[src/rtl/ahd_pkg.sv]
package ahd_pkg;
    localparam int unsigned ADDR_W = 3;
    localparam int unsigned OUT_N  = 1 << ADDR_W;

    typedef logic [ADDR_W-1:0] addr_t;
    typedef logic [OUT_N-1:0]  sel_t;

    typedef struct packed {
        logic hi;
        logic lo_n;
    } enables_t;

    function automatic logic enables_on(input enables_t e);
        return e.hi & ~e.lo_n;
    endfunction

    function automatic sel_t onehot_low(input addr_t a);
        sel_t v;
        v = '1;
        v[a] = 1'b0;
        return v;
    endfunction
endpackage

[src/rtl/ahd_addr_hold.sv]
module ahd_addr_hold
    import ahd_pkg::*;
(
    input  logic  clk,
    input  logic  rst,
    input  addr_t addr_i,
    input  logic  hold_i,
    output addr_t eff_o
);
    addr_t kept_q;

    always_ff @(posedge clk) begin
        if (rst)
            kept_q <= '0;
        else if (!hold_i)
            kept_q <= addr_i;
    end

    assign eff_o = hold_i ? kept_q : addr_i;
endmodule

[src/rtl/ahd_decode.sv]
module ahd_decode
    import ahd_pkg::*;
(
    input  addr_t addr_i,
    output sel_t  onehot_n_o
);
    for (genvar i = 0; i < OUT_N; i++) begin : g_line
        assign onehot_n_o[i] = (addr_i != addr_t'(i));
    end
endmodule

[src/rtl/ahd_gate.sv]
module ahd_gate
    import ahd_pkg::*;
(
    input  sel_t     raw_n_i,
    input  enables_t en_i,
    output sel_t     sel_n_o
);
    always_comb begin
        sel_n_o = enables_on(en_i) ? raw_n_i : '1;
    end
endmodule

[src/rtl/addr_hold_decoder.sv]
module addr_hold_decoder
    import ahd_pkg::*;
(
    input  logic        clk,
    input  logic        rst,
    input  logic [2:0]  addr_i,
    input  logic        hold_i,
    input  logic        en_hi_i,
    input  logic        en_lo_n_i,
    output logic [7:0]  sel_n_o
);
    addr_t    eff;
    sel_t     raw_n;
    enables_t en;

    assign en.hi   = en_hi_i;
    assign en.lo_n = en_lo_n_i;

    ahd_addr_hold u_hold (
        .clk    (clk),
        .rst    (rst),
        .addr_i (addr_i),
        .hold_i (hold_i),
        .eff_o  (eff)
    );

    ahd_decode u_dec (
        .addr_i     (eff),
        .onehot_n_o (raw_n)
    );

    ahd_gate u_gate (
        .raw_n_i (raw_n),
        .en_i    (en),
        .sel_n_o (sel_n_o)
    );
endmodule


[config.mk]
export PLATFORM = sky130hd
export DESIGN_NAME = addr_hold_decoder
export DESIGN_NICKNAME = d
export VERILOG_FILES = /design/src/rtl/ahd_pkg.sv /design/src/rtl/ahd_addr_hold.sv /design/src/rtl/ahd_decode.sv /design/src/rtl/ahd_gate.sv /design/src/rtl/addr_hold_decoder.sv
export SDC_FILE = /design/constraint.sdc
export NUM_CORES = 1
export LEC_CHECK = 0
export BUFFER_PORTS_ARGS = -buffer_cell sky130_fd_sc_hd__buf_4
export CELL_PAD_IN_SITES_DETAIL_PLACEMENT = 1
export CELL_PAD_IN_SITES_GLOBAL_PLACEMENT = 1
export CORE_AREA = 2 2 39 41
export DETAILED_ROUTE_END_ITERATION = 7
export DIE_AREA = 0 0 41 43
export MAX_ROUTING_LAYER = met4
export PLACE_DENSITY = 0.63
export SYNTH_ARGS = -nofsm -noshare
export SYNTH_HDL_FRONTEND = slang
export SYNTH_SLANG_ARGS = --single-unit
export TNS_END_PERCENT = 50
[constraint.sdc]
create_clock -name clk -period 1 [get_ports clk]
set_input_delay 0.1 -clock clk [delete_from_list [all_inputs] [get_ports clk]]
set_output_delay 0.1 -clock clk [all_outputs]
set_load 0.05 [all_outputs]
======== Yosys cells after proc, flatten, opt, wreduce, memory -nomap -nowiden ========
Index checks and enable logic that the tools add are counted.
word-level totals
  register bits after elaboration ......... 3
  output and inout bits ................... 8
  logic and storage cells ................. 13
operators by class
  eq/ne operators ......................... 7
  muxes and demuxes ....................... 2
  bitwise operators ....................... 2
  reduce and logical (&&, ||, !) cells .... 1
operators by type and width
  kind                                                   number
  inequality test 3 bit, second input constant           4
  2-to-1 mux 8 bit                                       1
  inequality test 3 x 2 -> 1 bit, second input constant  2
  2-to-1 mux 3 bit                                       1
  inequality test 3 x 1 -> 1 bit, second input constant  1
  nonzero test 3 bit                                     1
  bitwise AND 1 bit                                      1
  NOT 1 bit                                              1

======== Logic depth before layout (Yosys ltp) ========
Gate-level depths: netlist of run 1.
  word-level depth ........................ 3
  mapped depth ............................ 3
  mapped depth without buffers ............ 2

======== Cells and area by module ========
Synthesis of run 1 repeated with hierarchy kept, for this count alone.
second synthesis, totals
  cells, all modules ...................... 25
  area, all modules ....................... 257.7 sq um
modules (own cells, without submodules)
  module         instances  cells an instance  area each (sq um)  seq. area each (sq um)
  ahd_addr_hold  1          9                  127.6              60.1
  ahd_gate       1          8                  70.1               0.0
  ahd_decode     1          8                  60.1               0.0

======== Least setup slack after synthesis of run 1 ========
No wires, ideal clock.
  kind .................................... register to output
  start point ............................. reg u_hold.kept_q[0]
  end point ............................... out sel_n_o[2]
  arrival ................................. 1365 ps
  data required time ...................... 900 ps
  path slack .............................. -465 ps
  cell stages (with the launch flop) ...... 3
  buffers on the path ..................... 0
  cells stage by stage .................... dfxtp_1 and3b_4 o211ai_1
between the ends
  cells in the longest elaborated chain, start to end .. 3
RTL lines
  item                            line                     RTL
  start: declaration              ahd_addr_hold.sv:10      addr_t kept_q;
  start signal: assignment        ahd_addr_hold.sv:16      kept_q <= addr_i;
  2-to-1 mux 3 bit                ahd_addr_hold.sv:19      assign eff_o = hold_i ? kept_q : addr_i;
  inequality test 3 x 2 -> 1 bit  ahd_decode.sv:8          assign onehot_n_o[i] = (addr_i != addr_t'(i));
  2-to-1 mux 8 bit                ahd_gate.sv:9            sel_n_o = enables_on(en_i) ? raw_n_i : '1;
  end: declaration                addr_hold_decoder.sv:10  output logic [7:0] sel_n_o
No other way between the ends.

======== Final worst setup path of run 1 ========
  start point ............................. reg u_hold.kept_q[0]
  end point ............................... out sel_n_o[6]
between the ends
  cells in the longest elaborated chain, start to end .. 3
RTL lines
  item                   line
  2-to-1 mux 3 bit       ahd_addr_hold.sv:19
  inequality test 3 bit  ahd_decode.sv:8
  2-to-1 mux 8 bit       ahd_gate.sv:9
No other way between the ends.

==> results_dict.tcl, run 1 <==
set metrics [dict create \
    outcome "finished, violations left" \
    violations "negative setup slack" \
    synth_nets 37 \
    final_util 0.328 \
    grt_max_degree 11 \
    setup_violations 8 \
    tritoncts "built" \
    synthToLayoutAreaGrowth_pct 65.0 \
    rr_startpoint "u_hold.kept_q[2]" \
    synth_cell_type_count 15 \
    diodes 0 \
    grt_pass1_vias 289 \
    synth_most_common_cell "o211ai_1" \
    cts_max_level 1 \
    routed_wl_microns 748 \
    reg2reg_depth 3 \
    largestRegisters "u_hold.kept_q (3)" \
    cts_buffer_depth 2 \
    syn-instance-count 29 \
    core_sq_mm 0.00138 \
    synth.cell_area_sq_um 275 \
    max-slew-margin-rel 0.660 \
    p_int_uw 341 \
    fp.dieH_microns 43 \
    cts.sinks 3 \
    dr_wl_met3_microns 69 \
    ys_ff_latch 3 \
    ys.warnings.count 0 \
    worst_pin_slew_ns 0.509 \
    cts_buffers 3 \
    min_period_over_period 1.27 \
    power_density_mw_per_mm2 1060 \
    critical_path_peak_fanout 5 \
    drt_iter0_markers 3 \
    worstPathArrival_ns 1.17 \
    async_flop_share 0 \
    grt_antenna_before_repair 0 \
    rows 14 \
    clock_latency_ns 0.23 \
    min_path_cells 2 \
    grt_util_all_layers 0.108 \
    dieArea_sq_mm 0.00176 \
    gp_congestion 0.662 \
    fin_setup_tns_ns -2.06 \
    holdWs_ns 0.0360 \
    ctsHoldBuffers 0 \
    worstPathRequired_ns 0.90 \
    drc 0 \
    p_seq_frac 0.280 \
    final_nets 58 \
    die_w_microns 41 \
    post-route-min-period_ns 1.27 \
    startpoint_type "register" \
    hold_viol_final 0 \
    seq_area_sq_um 68.8 \
    finClkSkew_ns 0 \
    cap_violations 0 \
    clk_pin_slew_worst_paths_ns 0.04 \
    startpoint "u_hold.kept_q[0]" \
    ioPinCount 16 \
    gr-total-overflow 0 \
    drive_above_1_share 0.571 \
    avgSynthCellArea_sq_um 9.49 \
    clkPwrFrac 0.440 \
    switching_power_uw 140 \
    synthFlopType "dfxtp_1" \
    initial_core_util 0.199 \
    netlist_top_cells_area "dfxtp_1 (22%), o211ai_1 (22%), mux2i_4 (8.2%), mux2i_1 (7.3%), and3b_1 (6.4%)" \
    multi_input_area_sq_um 204 \
    end_kind "output port" \
    r2r_slack_ns 0.20 \
    rsz0062_at_grt "true" \
    synth_top_cell_area_share 0.218 \
    fillCellCount 173 \
    swShare 0.292 \
    ys_top_cells_by_count "o211ai_1 (8), dfxtp_1 (3), nor2_1 (3)" \
    synth_edf_count 0 \
    wl_met1_microns 342 \
    total_leakage_power_uw 0.000190 \
    largest_register_ffs 3 \
    wl_per_cell_microns 11.5 \
    vias 298 \
    max_freq_mhz 786 \
    synth_top_area_cell "dfxtp_1" \
    wl_met2_microns 337 \
    grt_pass1_wl_microns 1260 \
    highest_layer "met3" \
    hold_start "rst" \
    holdPathEnd "u_hold.kept_q[2]" \
    firstDrtPassIters 4 \
    hold_path_class "primary input to register" \
    hpwl_microns 605 \
    slew_violations 0 \
    largest_register "u_hold.kept_q" \
    reg2reg_to "u_hold.kept_q[2]" \
    setup_ws_ns -0.272 \
    criticalPathCategory "register to output port" \
    yosysSeqAreaShare 0.218 \
    p_total_uw 482 \
    final_antenna_net_count 0 \
    ir_worst_vdd_uv 442 \
    routed_via_density 4.58 \
    pwr-share-comb 0.280 \
    numPortBuffers 15 \
    cts_root_buffer "clkbuf_4" \
]
critical path, stage by stage (launching register included):
cell and delay (ns):
dfxtp_4 0.35, and3b_4 0.28, o211ai_1 0.08, buf_4 0.23
worst max-delay path by stage:
stage	cells after the start	to	slack (ns)
floorplan	2	sel_n_o[2]	-0.41
global placement	4	sel_n_o[0]	-0.09
detailed placement	4	sel_n_o[0]	-0.13
CTS	3	sel_n_o[6]	-0.30
global route	3	sel_n_o[5]	-0.34
finish	3	sel_n_o[6]	-0.27
cells in the final DEF, fill, tap and decap left out:
cell type  count
nor2b_1        1
dfxtp_2        1
nor3b_2        1
nor3b_1        2
o211ai_1       8
clkbuf_1       1
and3b_1        2
mux2i_1        2
and3_1         1
dfxtp_4        2
mux2i_4        1
clkbuf_4       3
nor2_1         3
nor3_1         1
buf_4         18
and3b_4        1
mux2_4         1
metrics by stage:
| step | area [sq um] | std cells | worst slack (ns) |
|---|---|---|---|
| floorplan | 278 | 29 | -0.415 |
| global placement | 418 | 61 | -0.0921 |
| detailed placement | 418 | 61 | -0.134 |
| CTS | 449 | 65 | -0.298 |
| global route | 454 | 65 | -0.341 |
| finish | 454 | 65 | -0.272 |
layer usage:
layer,track usage,vias to the layer above
met5,-,-
met4,0.0400,0
met3,0.0471,0
met2,0.153,12
met1,0.131,132
li1,-,154
power groups by stage:
stage	clock network [uW]	logic, uW	registers, uW
global route	241	147	136
floorplan	0	80.7	137
detailed placement	0	133	139
global placement	0	132	139
CTS	221	137	138
finish	212	135	135
what timing repair did:
item | CTS | global route
pin swaps | 4 | 1
gates resized for setup | 2 | 2
cloned | 0 | 0
setup buffers | 0 | 0
endpoints found under the setup margin | 8 | 8
logic make-up after synthesis:
family,count (synthesis),share of synthesized area
AO/OA/AOI/OAI,8,0.218
buffers and inverters,2,0.0545
flip-flops,3,0.218
multiplexers,4,0.195
AND/OR/NAND/NOR,12,0.314
layout make-up:
cell class	count	area share
Sequential cell	3	0.152
Multi-Input combinational cell	24	0.449
Timing Repair Buffer	18	0.298
Clock buffer	4	0.0579
Tap cell	16	0.0441
No activity file was read; power rests on OpenSTA's default activity.
==> run 2, diff against run 1 <==
--- a/config.mk
+++ b/config.mk
@@ -6,13 +6,11 @@
 export NUM_CORES = 1
 export LEC_CHECK = 0
 export BUFFER_PORTS_ARGS = -buffer_cell sky130_fd_sc_hd__buf_4
-export CELL_PAD_IN_SITES_DETAIL_PLACEMENT = 1
-export CELL_PAD_IN_SITES_GLOBAL_PLACEMENT = 1
 export CORE_AREA = 2 2 39 41
 export DETAILED_ROUTE_END_ITERATION = 7
 export DIE_AREA = 0 0 41 43
 export MAX_ROUTING_LAYER = met4
-export PLACE_DENSITY = 0.63
+export PLACE_DENSITY = 0.5
 export SYNTH_ARGS = -nofsm -noshare
 export SYNTH_HDL_FRONTEND = slang
 export SYNTH_SLANG_ARGS = --single-unit
==> run 2 against run 1 <==
Against the previous run:
- the flow still finishes with violations (negative setup slack)
- via count is 2.0% higher
- critical path type unchanged
- final cell count up 1.5%
- highest routed layer unchanged
- clock power down 2%
- die area is the same
- maximum frequency shrank 0.42%
==> results_dict.tcl, run 2 (synthesis gave the netlist of run 1 again) <==
set metrics [dict create \
    p_total_uw 478 \
    grt_antenna_before_repair 0 \
    p_int_uw 343 \
    final_nets 59 \
    final_common_cell "buf_4" \
    dr_wl_met3_microns 32 \
    worstPathArrival_ns 1.18 \
    startpoint_type "register" \
    power_density_mw_per_mm2 1040 \
    end_kind "output port" \
    dieArea_sq_mm 0.00176 \
    drc 0 \
    p_seq_frac 0.282 \
    routed_via_density 4.61 \
    cts_buffer_depth 2 \
    worstPathRequired_ns 0.90 \
    grt_pass1_vias 292 \
    firstDrtPassIters 4 \
    wl_per_cell_microns 10.5 \
    place_area_sq_um 425 \
    largest_register_ffs 3 \
    largest_register "u_hold.kept_q" \
    min_period_over_period 1.28 \
    drt_iter0_markers 4 \
    outcome "finished, violations left" \
    cts_buffers 3 \
    switching_power_uw 135 \
    ioPinCount 16 \
    cts_max_level 1 \
    largestRegisters "u_hold.kept_q (3)" \
    grt_pass1_wl_microns 1170 \
    swShare 0.282 \
    dp.cells 62 \
    max-slew-margin-rel 0.681 \
    cts_setup_buffers 0 \
    die_w_microns 41 \
    grt_util_all_layers 0.106 \
    hold_viol_final 0 \
    finish.instance_area_sq_um 462 \
    final_cell_mix "buf_4 (19), o211ai_1 (8), nor2_1 (3), clkbuf_4 (3)" \
    violations "negative setup slack" \
    clock_latency_ns 0.23 \
    cap_violations 0 \
    max_freq_mhz 783 \
    critical_path_peak_fanout 5 \
    core_sq_mm 0.00138 \
    tritoncts "built" \
    cts_root_buffer "clkbuf_4" \
    hold_path_class "primary input to register" \
    final_cells 66 \
    criticalPathCategory "register to output port" \
    pwr-share-comb 0.285 \
    diodes 0 \
    fp.dieH_microns 43 \
    fin_setup_tns_ns -2.05 \
    highest_layer "met3" \
    synthToLayoutAreaGrowth_pct 67.7 \
    final_antenna_net_count 0 \
    clk_pin_slew_worst_paths_ns 0.04 \
    initial_core_util 0.199 \
    wl_met1_microns 281 \
    rsz0062_at_grt "true" \
    routed_wl_microns 690 \
    cts.sinks 3 \
    grt_max_degree 11 \
    setup_violations 8 \
    finClkSkew_ns 0 \
    worst_pin_slew_ns 0.477 \
    setup_ws_ns -0.277 \
    ctsHoldBuffers 0 \
    numPortBuffers 15 \
    post-route-min-period_ns 1.28 \
    slew_violations 0 \
    drive_above_1_share 0.580 \
    ir_worst_vdd_uv 448 \
    clkPwrFrac 0.434 \
    rows 14 \
    gr-total-overflow 0 \
    gp_congestion 0.713 \
    total_leakage_power_uw 0.000194 \
    vias 304 \
    wl_met2_microns 377 \
]
[run 2: cell types whose count changed in the layout (fill, tap and decap cells not counted), sizes merged]
cell,change
buf,+1
[run 2: per-layer routing]
layer  vias to the layer above  global-route usage
met2                         7               0.141
met4                         0               0.100
met1                       141               0.119
met5                         -                   -
li1                        156                   -
met3                         0              0.0314
[run 2: final timing paths]
kind	startpoint	end	slack, ns	depth (start not counted)
setup / recovery	u_hold.kept_q[1]	sel_n_o[5]	-0.28	3
hold / removal	rst	u_hold.kept_q[2]	0.03	2
setup reg to reg	u_hold.kept_q[2]	u_hold.kept_q[2]	0.20	3
hold reg to reg	u_hold.kept_q[1]	u_hold.kept_q[1]	0.53	2
[run 2: critical path, stage by stage, from the launching register on]
cell,delay [ns]
dfxtp_4,0.36
and3b_1,0.19
o211ai_1,0.18
buf_4,0.22
[run 2: repair_timing]
action	CTS	global route
cloned	0	0
resized for setup	2	2
pin swaps	1	2
endpoints found under the setup margin	8	8
[run 2: power by group through the flow]
stage	clock network (uW)	logic [uW]	registers [uW]
CTS	221	139	138
floorplan	0	80.7	137
detailed placement	0	136	139
global placement	0	135	138
finish	208	136	135
global route	230	149	136
[run 2: final cells by class]
class                           count  area [sq um]
Fill cell                         151           922
Clock buffer                        4          26.3
Timing Repair Buffer               19           143
Multi-Input combinational cell     24           204
Sequential cell                     3          68.8
Tap cell                           16          20.0
[run 2: metrics by stage]
step	setup slack [ns]	util	hold WS (ns)
floorplan	-0.415	-	0.165
global placement	-0.0951	0.307	0.275
detailed placement	-0.106	0.307	0.274
CTS	-0.302	0.330	0.0228
global route	-0.338	0.334	0.0396
finish	-0.277	0.334	0.0349
